File: config.mk
export PLATFORM = sky130hd
export DESIGN_NAME = xbar_cfg_chain
export DESIGN_NICKNAME = d
export VERILOG_FILES = /design/src/rtl/xbar_cfg_pkg.sv /design/src/rtl/xbar_shift_chain.sv /design/src/rtl/xbar_switch_map.sv /design/src/rtl/xbar_cfg_chain.sv
export SDC_FILE = /design/constraint.sdc
export NUM_CORES = 1
export LEC_CHECK = 0
export BUFFER_PORTS_ARGS = -buffer_cell sky130_fd_sc_hd__buf_2
export CELL_PAD_IN_SITES_DETAIL_PLACEMENT = 0
export CELL_PAD_IN_SITES_GLOBAL_PLACEMENT = 1
export CORE_AREA = 3 3 251 253
export CTS_CLUSTER_SIZE = 10
export DETAILED_ROUTE_END_ITERATION = 10
export DIE_AREA = 0 0 254 256
export PLACE_DENSITY = 0.69
export SETUP_SLACK_MARGIN = 0.1
export SLEW_MARGIN = 20
export SYNTH_ARGS = -nofsm -noshare
export SYNTH_HDL_FRONTEND = slang
export SYNTH_SLANG_ARGS = --single-unit
File: constraint.sdc
create_clock -name ser_clk -period 1.55 [get_ports ser_clk]
set_input_delay 0.2325 -clock ser_clk [delete_from_list [all_inputs] [get_ports ser_clk]]
set_output_delay 0.2325 -clock ser_clk [all_outputs]
set_load 0.02 [all_outputs]
File: src/rtl/xbar_cfg_pkg.sv
package xbar_cfg_pkg;

   // Flat crosspoint slot for a zero-based bus and terminal, bus-major.
   function automatic int unsigned slot_of(input int unsigned bus_i,
                                           input int unsigned term_i,
                                           input int unsigned n_term);
      return bus_i * n_term + term_i;
   endfunction

   // Chain stage that holds a given slot once a complete pattern is loaded:
   // the first bit loaded travels to the far end of the chain.
   function automatic int unsigned stage_of(input int unsigned slot,
                                            input int unsigned depth);
      return depth - 1 - slot;
   endfunction

endpackage

File: src/rtl/xbar_shift_chain.sv
module xbar_shift_chain #(
   parameter int unsigned DEPTH = 650
) (
   input  logic             rst_n,
   input  logic             ser_clk,
   input  logic             ser_data,
   output logic [DEPTH-1:0] stage_q
);

   if (DEPTH < 2) begin : g_bad_depth
      $error("xbar_shift_chain: DEPTH must be at least 2");
   end

   // Stage 0 takes the line; each later stage takes its predecessor.
   for (genvar i = 0; i < DEPTH; i++) begin : g_stage
      logic d_in;
      if (i == 0) begin : g_head
         assign d_in = ser_data;
      end else begin : g_body
         assign d_in = stage_q[i-1];
      end
      always_ff @(negedge ser_clk or negedge rst_n) begin
         if (!rst_n) stage_q[i] <= 1'b0;
         else        stage_q[i] <= d_in;
      end
   end

endmodule

File: src/rtl/xbar_switch_map.sv
module xbar_switch_map
   import xbar_cfg_pkg::*;
#(
   parameter int unsigned NUM_TERM = 65,
   parameter int unsigned NUM_BUS  = 10,
   localparam int unsigned DEPTH   = NUM_TERM * NUM_BUS
) (
   input  logic             sw_en,
   input  logic [DEPTH-1:0] stage_q,
   output logic [DEPTH-1:0] sw_ctrl
);

   if (NUM_TERM < 2 || NUM_BUS < 1) begin : g_bad_shape
      $error("xbar_switch_map: need NUM_TERM >= 2 and NUM_BUS >= 1");
   end

   // One gated control per bus/terminal pair.
   for (genvar b = 0; b < NUM_BUS; b++) begin : g_bus
      for (genvar t = 0; t < NUM_TERM; t++) begin : g_term
         localparam int unsigned SLOT  = slot_of(b, t, NUM_TERM);
         localparam int unsigned STAGE = stage_of(SLOT, DEPTH);
         assign sw_ctrl[SLOT] = sw_en & stage_q[STAGE];
      end
   end

endmodule

File: src/rtl/xbar_cfg_chain.sv
module xbar_cfg_chain #(
   parameter int unsigned NUM_TERM = 65,
   parameter int unsigned NUM_BUS  = 10,
   localparam int unsigned DEPTH   = NUM_TERM * NUM_BUS
) (
   input  logic             rst_n,
   input  logic             ser_clk,
   input  logic             ser_data,
   input  logic             sw_en,
   output logic [DEPTH-1:0] sw_ctrl
);

   if (DEPTH < 2) begin : g_bad_top
      $error("xbar_cfg_chain: crossbar must have at least two crosspoints");
   end

   logic [DEPTH-1:0] stage_q;

   xbar_shift_chain #(.DEPTH(DEPTH)) u_chain (
      .rst_n    (rst_n),
      .ser_clk  (ser_clk),
      .ser_data (ser_data),
      .stage_q  (stage_q)
   );

   xbar_switch_map #(.NUM_TERM(NUM_TERM), .NUM_BUS(NUM_BUS)) u_map (
      .sw_en    (sw_en),
      .stage_q  (stage_q),
      .sw_ctrl  (sw_ctrl)
   );

   // Falling edges seen since reset, saturating at 2; checker use only.
   logic [1:0] edges_seen;
   always_ff @(negedge ser_clk or negedge rst_n) begin
      if (!rst_n)                 edges_seen <= 2'd0;
      else if (edges_seen != 2'd2) edges_seen <= edges_seen + 2'd1;
   end

   // the chain is empty when reset lets go.
   always @(posedge rst_n) begin
      a_r1_clear: assert (sw_ctrl == '0)
         else $error("R1: controls not clear at reset release");
   end

   // newest control shows the bit captured on the previous fall.
   a_r2_entry: assert property (@(negedge ser_clk) disable iff (!rst_n)
      (edges_seen != 2'd0 && sw_en) |-> sw_ctrl[DEPTH-1] == $past(ser_data))
      else $error("R2: captured bit missing at chain entry");

   // each fall moves every control one slot toward slot 0.
   a_r3_advance: assert property (@(negedge ser_clk) disable iff (!rst_n)
      (edges_seen == 2'd2 && sw_en && $past(sw_en))
         |-> sw_ctrl[DEPTH-2:0] == $past(sw_ctrl[DEPTH-1:1]))
      else $error("R3: chain did not advance by one stage");

   // disabled matrix is fully open.
   a_r4_open: assert property (@(negedge ser_clk) disable iff (!rst_n)
      !sw_en |-> sw_ctrl == '0)
      else $error("R4: switch closed while disabled");

endmodule

* After elaboration in Yosys (flattened, before gate mapping)
Index checks and enable logic that the tools add are counted.
Word-level totals: register bits after elaboration 650, output and inout bits 650, logic and storage cells 1300
Operators by class: bitwise gates (word level) 650
Operators with widths (count):
- $and A1 B1 Y1 | 650

* Depth between registers and ports, before layout
depth in word-level cells 1, depth in mapped cells 4, mapped depth without buffers 1

* Modules after synthesis
Synthesis repeated with hierarchy kept, for this count alone.
Unflattened totals: cell total of the unflattened synthesis 2021, area, all modules 25933.6 µm²
By module, submodules not included:
- xbar_shift_chain | sequential area each 16265.6 µm², cells each 1299, instances 1, area each 21137.8 µm²
- xbar_switch_map | sequential area each 0.0 µm², cells each 722, instances 1, area each 4795.8 µm²

==> flow_metrics.env <==
export IMPL_status="finished with violations"
export IMPL_violations="setup timing"
export IMPL_worst_ep_required_time_ns=1.32
export IMPL_total_power_mw=34.4
export IMPL_io_pins=654
export IMPL_diodes=0
export IMPL_drive_gt1_share_pct=76.8
export IMPL_power_frac_comb_pct=4.1
export IMPL_dp_hpwl_mm=45.1
export IMPL_final_cell_area_um2=38700
export IMPL_clockRootBuffer="clkbuf_16"
export IMPL_antenna_left=0
export IMPL_antenna_found_initial=2
export IMPL_grt_overflow_total=0
export IMPL_num_rows=91
export IMPL_die_w_um=254
export IMPL_p_int_mw=26.9
export IMPL_ys_flop_type="dfrtn_1"
export IMPL_ys_ff_latch=650
export IMPL_synth_fa_ha_area_share_pct=0
export IMPL_grt_pass1_wl_mm=102
export IMPL_holdBufCountCts=0
export IMPL_ys_warn_count=0
export IMPL_synth_xor_area_share_pct=0
export IMPL_clkPwrFrac_pct=45.8
export IMPL_drtPass1Iterations=4
export IMPL_routabilityCongestion=0.840
export IMPL_end_kind="output pin"
export IMPL_dieArea_um2=65000
export IMPL_cts_sinks=650
export IMPL_cp_max_fo=2
export IMPL_drt_iter0_markers=607
export IMPL_pre_cts_slack_ns=-0.257
export IMPL_placed_cells=3069
export IMPL_synthSimpleGateAreaFrac_pct=19.3
export IMPL_pwr_density_cell_nw_per_um2=888
export IMPL_tritoncts="built"
export IMPL_hp_start="u_chain.g_stage[476].d_in"
export IMPL_setup_ws_ns=-0.773
export IMPL_p_leak_nw=21.2
export IMPL_r2r_start="u_chain.g_stage[37].d_in"
export IMPL_nets=2818
export IMPL_synth_mux_area_share_pct=0
export IMPL_clk_pin_slew_ns=0.04
export IMPL_vias_per_cell=4.31
export IMPL_hold_class="flip-flop to flip-flop"
export IMPL_ys_types=6
export IMPL_clk_latency_ns=0.58
export IMPL_synthCells=1372
export IMPL_placedInstanceArea_um2=29100
export IMPL_synth_edf_count=0
export IMPL_start_util_pct=34.4
export IMPL_syn_area_um2=21100
export IMPL_portBuffers=653
export IMPL_r2r_cells=3
export IMPL_setup_viol=650
export IMPL_worstSetupPathType="flip-flop to output pin"
export IMPL_switchingPower_mw=7.43
export IMPL_synthToLayoutAreaGrowth_pct=83.7
export IMPL_crit_path_start_kind="flip-flop"
export IMPL_grt_pass1_vias=16800
export IMPL_slew_violations=0
export IMPL_track_usage_pct=20.5
export IMPL_drv_cap=0
export IMPL_drt_wl_total_mm=70.1
export IMPL_synth_compound_area_share_pct=0
export IMPL_cts_htree_levels=3
export IMPL_rsz0062_at_grt="true"
export IMPL_whs_ns=0.314
export IMPL_postSynth_asyncResetShare_pct=100
export IMPL_core_area_um2=61300
export IMPL_synth_area_leaders="dfrtn_1 (77%), and2_1 (19%), buf_6 (2.7%)"
export IMPL_drc=0
export IMPL_worst_ep_arrival_time_ns=2.09
export IMPL_yosysTopAreaCell="dfrtn_1"
export IMPL_numCtsBuffers=76
export IMPL_hold_viol_final=0
export IMPL_instances_no_fill=3617
export IMPL_die_h_um=256
export IMPL_endpoint="sw_ctrl[211]"
export IMPL_ir_worst_vdd_mv=0.718
export IMPL_ys_top_cells_by_count="and2_1 (650), dfrtn_1 (650), buf_6 (51), clkbuf_2 (10), buf_2 (6)"
export IMPL_fin_skew_ns=0.0132
export IMPL_synth_nets=1376
export IMPL_slew_headroom_pct=72.4
export IMPL_setup_tns_ns=-455.12
export IMPL_synth_top_area_share_pct=77.2
export IMPL_ctsLongestPathBuffers=3
export IMPL_r2r_slack_ns=0.64
export IMPL_final_core_util_pct=63.2
export IMPL_ys_seq_area_share_pct=77.2
export IMPL_r2r_end="u_chain.g_stage[38].d_in"
export IMPL_power_switching_share_pct=21.6
export IMPL_vias=15600
export IMPL_routedWlPerCell_um=19.4
export IMPL_synth_avg_cell_area_um2=15.4
export IMPL_synth_top_family_by_area="simple AND/OR/NAND/NOR gates"
export IMPL_pwr_share_seq_pct=50.0
export IMPL_grt_start_max_net_pins=85
export IMPL_worst_pin_slew_ns=0.413
export IMPL_crit_start="u_chain.g_stage[439].d_in"
==> layout make-up <==
| class | count | area [um2] |
|---|---|---|
| Clock inverter | 6 | 96.3 |
| Sequential cell | 650 | 16300 |
| Multi-Input combinational cell | 650 | 5690 |
| Timing Repair Buffer | 1436 | 13700 |
| Fill cell | 4243 | 22600 |
| Clock buffer | 85 | 2000 |
| Tap cell | 790 | 988 |
==> registers in the layout, indices dropped and copies added (netlist names) <==
signal / count
u_chain.g_stage.d_in: 649
u_chain.stage_q: 1
==> cell usage in the layout, fill, tap and decap left out, drive strengths merged <==
master / n
clkinv: 3
inv: 2
clkbuf: 85
and2: 650
buf: 1436
dfrtn: 650
bufinv: 1
==> layer usage <==
metal	share of wire [%]	vias to the layer above	GRT usage (%)
met4	3.4	2	7.90
met3	7.1	125	6.35
met5	0.019	-	0
met1	37	7920	24.3
met2	52	508	35.0
li1	-	7028	-
==> cells by family after synthesis <==
logic type | Yosys count
buffers and inverters | 72
flip-flops | 650
AND/OR/NAND/NOR | 650
==> worst min-delay path by stage <==
stage	endpoint	slack (ns)	cells after the start
floorplan	u_chain.g_stage[551].d_in	0.31	0
global placement	u_chain.g_stage[180].d_in	0.32	0
detailed placement	u_chain.g_stage[618].d_in	0.32	0
CTS	u_chain.g_stage[514].d_in	0.31	0
global route	u_chain.g_stage[12].d_in	0.32	0
finish	u_chain.g_stage[477].d_in	0.31	0
==> timing repair <==
item | in CTS | in global routing
pin swaps | 38 | 4
resized for setup | 1301 | 0
gates cloned | 0 | 0
setup buffers | 262 | 195
setup endpoints to repair | 650 | 650
==> power groups by stage <==
stage               sequential, mW  clock (mW)  combinational [mW]
CTS                           17.2        16.1                1.40
detailed placement            17.5           0                1.24
finish                        17.2        15.7                1.42
floorplan                     17.5           0               0.557
global route                  17.2        16.9                1.54
global placement              17.5           0                1.22
==> critical path, cell delays in order, from the launching register on <==
cell     delay [ns]
dfrtn_1        0.47
and2_4         0.17
buf_6          0.11
(Power assumes the default switching activity.)
